File: src/rtl/wiper_bank.sv
module wiper_bank #(
  parameter int NPOT = 4,
  parameter int PW   = 6
) (
  input  logic                    clk,
  input  logic                    rst_n,
  input  logic [NPOT*(PW+2)-1:0]  recall_val,
  input  logic                    wr_en,
  input  logic [$clog2(NPOT)-1:0] wr_sel,
  input  logic [PW+1:0]           wr_data,
  input  logic                    xfer_en,
  input  logic                    xfer_all,
  input  logic [$clog2(NPOT)-1:0] xfer_sel,
  input  logic [NPOT*(PW+2)-1:0]  xfer_data,
  input  logic                    step_arm,
  input  logic [$clog2(NPOT)-1:0] step_sel,
  input  logic                    scl,
  input  logic                    sda,
  output logic                    step_active,
  output logic [NPOT*(PW+2)-1:0]  wcr_q,
  output logic [NPOT*(1<<PW)-1:0] tap_sel
);
  localparam int RW   = PW + 2;
  localparam int TAPS = 1 << PW;
  localparam int SW   = $clog2(NPOT);
  localparam int CMB  = RW - 1;
  localparam int DWB  = RW - 2;
  localparam logic [PW-1:0] TOP = '1;

  logic [RW-1:0] wcr [NPOT];
  logic [SW-1:0] ptr;
  logic          scl_q, sda_q;

  wire scl_rise = scl && !scl_q;
  wire bus_cond = scl && scl_q && (sda != sda_q);
  wire do_step  = step_active && scl_rise && !step_arm && !wr_en && !xfer_en;

  wire [SW-1:0] nxt = ptr + 1'b1;
  wire [SW-1:0] prv = ptr - 1'b1;
  wire [RW-1:0] cur = wcr[ptr];

  always_ff @(posedge clk) begin
    if (!rst_n) begin
      for (int i = 0; i < NPOT; i++) wcr[i] <= recall_val[i*RW +: RW];
      step_active <= 1'b0;
      ptr         <= '0;
      scl_q       <= 1'b0;
      sda_q       <= 1'b1;
    end else begin
      scl_q <= scl;
      sda_q <= sda;
      if (step_arm) begin
        step_active <= 1'b1;
        ptr         <= step_sel;
      end else if (bus_cond) begin
        step_active <= 1'b0;
      end
      if (wr_en) begin
        wcr[wr_sel] <= wr_data;
      end else if (xfer_en) begin
        for (int i = 0; i < NPOT; i++)
          if (xfer_all || xfer_sel == SW'(i)) wcr[i] <= xfer_data[i*RW +: RW];
      end else if (do_step) begin
        if (sda) begin
          if (cur[PW-1:0] != TOP) begin
            wcr[ptr][PW-1:0] <= cur[PW-1:0] + 1'b1;
          end else if (cur[CMB]) begin
            wcr[ptr][DWB]    <= 1'b1;
            wcr[nxt][PW-1:0] <= '0;
            wcr[nxt][DWB]    <= 1'b0;
            ptr              <= nxt;
          end
        end else begin
          if (cur[PW-1:0] != '0) begin
            wcr[ptr][PW-1:0] <= cur[PW-1:0] - 1'b1;
          end else if (wcr[prv][CMB]) begin
            wcr[ptr][DWB]    <= 1'b1;
            wcr[prv][PW-1:0] <= TOP;
            wcr[prv][DWB]    <= 1'b0;
            ptr              <= prv;
          end
        end
      end
    end
  end

  assert_mode_end_R10: assert property (@(posedge clk) disable iff (!rst_n)
    bus_cond && !step_arm |=> !step_active);

  for (genvar p = 0; p < NPOT; p++) begin : g_pot
    localparam int NX = (p + 1) % NPOT;
    wire [TAPS-1:0] taps = tap_sel[p*TAPS +: TAPS];

    assign wcr_q[p*RW +: RW]     = wcr[p];
    assign tap_sel[p*TAPS +: TAPS] = wcr[p][DWB] ? '0 : (TAPS'(1) << wcr[p][PW-1:0]);

    assert_tap_onehot_R2: assert property (@(posedge clk) disable iff (!rst_n)
      $onehot0(taps));

    assert_dark_wiper_R3: assert property (@(posedge clk) disable iff (!rst_n)
      wcr_q[p*RW + DWB] |-> taps == '0);

    assert_write_load_R4: assert property (@(posedge clk) disable iff (!rst_n)
      wr_en && wr_sel == SW'(p) |=> wcr_q[p*RW +: RW] == $past(wr_data));

    assert_saturate_R7: assert property (@(posedge clk) disable iff (!rst_n)
      do_step && ptr == SW'(p) && sda && wcr[p][PW-1:0] == TOP && !wcr[p][CMB]
      |=> wcr[p][PW-1:0] == TOP);

    assert_carry_up_R8: assert property (@(posedge clk) disable iff (!rst_n)
      do_step && ptr == SW'(p) && sda && wcr[p][PW-1:0] == TOP && wcr[p][CMB]
      |=> wcr[p][DWB] && !wcr[NX][DWB] && wcr[NX][PW-1:0] == '0);
  end
endmodule

File: config.mk
export PLATFORM = sky130hd
export DESIGN_NAME = wiper_bank
export DESIGN_NICKNAME = d
export VERILOG_FILES = /design/src/rtl/wiper_bank.sv
export SDC_FILE = /design/constraint.sdc
export NUM_CORES = 1
export LEC_CHECK = 0
export CAP_MARGIN = 10
export CORE_AREA = 2 2 144 146
export DETAILED_ROUTE_END_ITERATION = 12
export DIE_AREA = 0 0 146 148
export DONT_BUFFER_PORTS = 1
export GPL_TIMING_DRIVEN = 0
export SKIP_LAST_GASP = 1
export SLEW_MARGIN = 20
export SYNTH_ARGS = -nofsm -noshare
export SYNTH_HDL_FRONTEND = slang
export SYNTH_SLANG_ARGS = --single-unit
export TNS_END_PERCENT = 1
File: constraint.sdc
create_clock -name clk -period 3.6 [get_ports clk]
set_input_delay 0.18 -clock clk [delete_from_list [all_inputs] [get_ports clk]]
set_output_delay 0.18 -clock clk [all_outputs]
set_load 0.02 [all_outputs]
# Word-level counts from Yosys, hierarchy flattened
# Memories as Yosys holds them, arrays and structs flattened. A register that Yosys moved wholly into a read port is not among the register bits.
# Cells that the tools add are included.
[totals] regBits=5 mem_bits_rw=32 output_inout_bits=289 wordCells=134 n_memories=1
[op_classes] addsub=4 n_eq_ne=5 shifts=4 mux=88 bitwise=6 reduce_logical=22
[mem_list] name="wcr" depth=4 word_bits=8 read_ports=6 rd_clocked_by_memory_dff=1 write_ports=4 line="30" rtl="logic [RW-1:0] wcr [NPOT];"
[ops] operator="64-bit two-way mux" n=4
[ops] operator="1-bit by 6-bit << shifter with 64-bit output, first input constant" n=4
[ops] operator="8-bit two-way mux" n=8
[ops] operator="1-bit two-way mux" n=58
[ops] operator="2-bit two-way mux" n=16
[ops] operator="8-bit OR reduction" n=4
[ops] operator="1-bit logical AND" n=7
[ops] operator="6-bit by 1-bit adder with 6-bit output, second input constant" n=1
[ops] operator="6-bit two-way mux" n=1
[ops] operator="6-bit != test, second input constant" n=1
[ops] operator="1-bit OR" n=6
[ops] operator="6-bit nonzero test" n=1
[ops] operator="6-bit by 1-bit subtractor with 6-bit output, second input constant" n=1
[ops] operator="2-bit == test, second input constant" n=2
[ops] operator="1-bit logical NOT" n=4
[ops] operator="1-bit logical OR" n=4
[ops] operator="3-bit two-way mux" n=1
[ops] operator="2-bit by 1-bit adder with 2-bit output, second input constant" n=1
[ops] operator="2-bit by 1-bit == test with 1-bit output, second input constant" n=1
[ops] operator="2-bit logical NOT" n=1
[ops] operator="2-bit nonzero test" n=1
[ops] operator="2-bit by 1-bit subtractor with 2-bit output, second input constant" n=1
[ops] operator="1-bit != test" n=1

# Depth between registers and ports, before layout
[logic_depth] depth_word=14 ltp_mapped=13

# Least setup slack after synthesis
# Ideal clock, no wire load.
[synth_path] kind="register to register" from="memory wcr[3][0] in the netlist's numbering" to="memory wcr[3][5] in the netlist's numbering (data pin)" setup_time_ps=261 arrival_ps=3187 required_ps=3339 slack_ps=152 stages_incl_launch_ff=13 path_buffers=1 synth_period_minus_slack_ps=3448 cell_sequence="edfxtp_1 > clkbuf_1 > mux4_2 > nor3_4 > a21oi_2 > ha_1 > nand2b_1 > o221ai_1 > and4_1 > o32a_1 > a22o_1 > mux2i_1 > nand2_1"
[synth_lines] item="start, declared" line="30"

==> results.py <==
metrics = {
    "floorplanning": {
        "ios": 375,
        "initial_core_util_pct": 24.6,
        "die_w_um": 146,
        "core-area_um2": 20000,
        "die_h_um": 148,
        "die_area_um2": 21600,
        "fp-row-count": 52,
    },
    "power": {
        "combPwrFrac_pct": 32.1,
        "p_int_mw": 1.10,
        "clock_power_share_pct": 32.1,
        "switchingPower_mw": 0.718,
        "total_leakage_power_nw": 1.99,
        "ir_worst_vdd_v": 0.000189,
        "swShare_pct": 39.5,
        "pwr_density_cell_nw_per_um2": 326,
        "seqPwrFrac_pct": 35.8,
    },
    "global_routing": {
        "grt_max_degree": 14,
        "grt_util_all_layers_pct": 17.4,
        "antenna_found_initial": 1,
        "grt_pass1_vias": 4840,
        "grt_pass1_wl_um": 29300,
        "grt-ovfl-total": 0,
    },
    "hold_path": {
        "whs_path_depth": 1,
        "hp-class": "input port to flop",
    },
    "routing": {
        "drc": 0,
        "drtAntennaViolNets": 0,
        "post_drt_wl_per_cell_um": 19.8,
        "vias_per_cell": 5.45,
        "drt_wl_total_um": 21100,
        "drt_first_pass_iters": 6,
        "dr.first_iter.drc_count": 468,
        "vias": 5796,
    },
    "place": {
        "hpwlAfterDp_um": 17300,
        "port_buffers": 0,
        "finalWeightedCongestion": 0.925,
        "place_ws_ns": -0.487,
    },
    "worst_setup_path": {
        "end_kind": "flop",
        "cpMaxStageDelayCell": "edfxtp_1",
        "reg2reg_depth": 12,
        "rrSetupSlack_ns": 0.06,
        "slowest_delay_ns": 0.54,
        "cp_max_fo": 6,
        "critical_path_buf_inv_count": 1,
        "endpoint": "wcr[2][3]",
        "crit_type": "flop to flop",
        "cp-start-kind": "flop",
        "cp_common_cell": "nand3_1",
        "crit_arrival_ns": 3.68,
        "critical_path_required_ns": 3.75,
        "r2r_start": "wcr[1][1]",
        "crit_chain": "clkbuf_8 > mux4_2 > nor3_4 > a21oi_2 > ha_1 > nand2b_1 > o221ai_2 > a2111o_1 > a21o_1 > a41oi_2 > nand3_1 > nand3_1",
        "critical-path-top-delay-family": "compound AO/OA/AOI/OAI gates",
        "cp.depth": 12,
        "crit_path_start": "wcr[1][1]",
        "regToRegEndpoint": "wcr[2][3]",
    },
    "timing": {
        "fin_hold_ws_ns": 0.0158,
        "rsz0062_at_grt": "true",
        "layout_worst_path_cycle_share_pct": 98.2,
        "clock.fmax_ghz": 0.283,
        "maxSlewHeadroom_pct": 47.8,
        "setup_viol": 0,
        "skew_ns": 0.00813,
        "worst_pin_slew_ns": 0.777,
        "drv_slew": 0,
        "finalHoldViolCount": 0,
        "period_minus_slack_ns": 3.54,
        "fin_ws_ns": 0.0632,
    },
    "final_layout": {
        "drive_gt1_share_pct": 9.58,
        "diodes": 0,
        "area_growth_pct": 13.4,
        "fillCellCount": 2206,
        "fin_util_pct": 27.9,
        "nNetsFinal": 880,
    },
    "logic_synthesis": {
        "synth-edff-count": 28,
        "syn-cell-area_um2": 4930,
        "synthCells": 774,
        "synth-main-ff-cell": "edfxtp_1",
        "synth_top_area_cell": "nor2_1",
        "synth_top_area_share_pct": 20.8,
        "yosysWarnings": 0,
        "synthTopCellsByCount": "273 x nor2_1, 84 x nand2_1, 44 x nand3_1, 40 x mux2i_1, 39 x clkbuf_1",
        "syn_nets": 862,
        "avgSynthCellArea_um2": 6.37,
        "yosysSeqAreaShare_pct": 20.7,
        "synth-seq-cells": 37,
        "synth.top_cells.by_area": "nor2_1 21%, edfxtp_1 17%, mux2i_1 8.1%",
        "synth.most_common_cell": "nor2_1",
        "ys_async_sr_fraction_pct": 0,
        "ys_types": 67,
    },
    "clock_network": {
        "cts_tree": "yes",
        "cts.sinks": 37,
        "clock_latency_ns": 0.29,
        "cts_buffers": 5,
        "cts_root_buffer": "clkbuf_16",
        "clk_path_buf_depth": 2,
        "path_clk_slew_ns": 0.06,
        "htree_levels": 2,
    },
    "run_status": {
        "status": "complete, no violations",
    },
    "run": {
        "maxCapViolCount": 0,
    },
}
-- sequential cells by signal, summed over array words and instances, names as in the netlist --
signal and count:
scl_q 1, sda_q 1, ptr 2, wcr 32, step_active 1
-- layout by cell type, fill, tap and decap left out, drive strengths merged, types with 22 or more instances in the layout --
master / n
buf: 24
nor3: 33
clkbuf: 44
nor2: 273
nor2b: 22
nand2: 84
o21ai: 24
mux2i: 40
edfxtp: 28
nand3: 44
-- metal layers --
metal	GRT usage, %	wire length, µm	vias to the layer above
met1	22.5	8700	2756
met5	0	0	-
li1	-	-	2661
met4	3.40	279	0
met3	2.81	1730	24
met2	30.8	10400	355
-- metrics by stage --
stage	TNS (ns)	instance area (µm²)	std cells	power [mW]
finish	0	5590	1063	1.82
floorplan	0	4930	774	1.04
global route	-1.30	5590	1063	1.90
CTS	0	5540	1059	1.81
detailed placement	-3.87	5270	1044	1.21
global placement	-3.69	5270	1044	1.20
-- power by group through the flow --
| stage | Sequential, mW | Combinational (mW) | Clock (mW) |
|---|---|---|---|
| after floorplan | 0.612 | 0.424 | 0 |
| after global placement | 0.668 | 0.535 | 0 |
| after detailed placement | 0.668 | 0.541 | 0 |
| after CTS | 0.658 | 0.569 | 0.588 |
| after global routing | 0.662 | 0.636 | 0.606 |
| final | 0.651 | 0.584 | 0.584 |
-- timing repair --
item | 4_1_cts | 5_1_grt
setup buffers | 7 | 4
hold endpoints to repair | 0 | 0
pin swaps | 1 | 3
hold buffers | 0 | 0
setup endpoints to repair | 23 | 37
resized for setup | 8 | 10
-- cell families after synthesis --
kind of cell,share of synthesized area (%)
and+or+nand+nor,50.1
adders and majority gates,0.660
buffers and inverters,5.33
DFF,20.7
xor gates and xnor gates,0.178
AOI/OAI and AO/OA,10.3
muxes,12.7
-- how the worst min path moves through the flow --
stage,start,end,slack [ns]
CTS,scl,scl_q,0.01
global placement,scl,scl_q,0.31
floorplan,scl,scl_q,0.30
finish,scl,scl_q,0.02
global route,scl,scl_q,0.02
detailed placement,scl,scl_q,0.31
-- cell type report --
class / count / area (µm²) / share of cell area [%]
inverter: 11 / 41.3 / 0.739
sequential: 37 / 1020 / 18.3
buffer: 53 / 240 / 4.30
tap: 270 / 338 / 6.05
clock buffer: 5 / 125 / 2.24
timing repair buffer: 11 / 75.1 / 1.34
multi-input combinational: 673 / 3680 / 65.8
clock inverter: 3 / 68.8 / 1.23
Power figures use the tool's default switching activity.
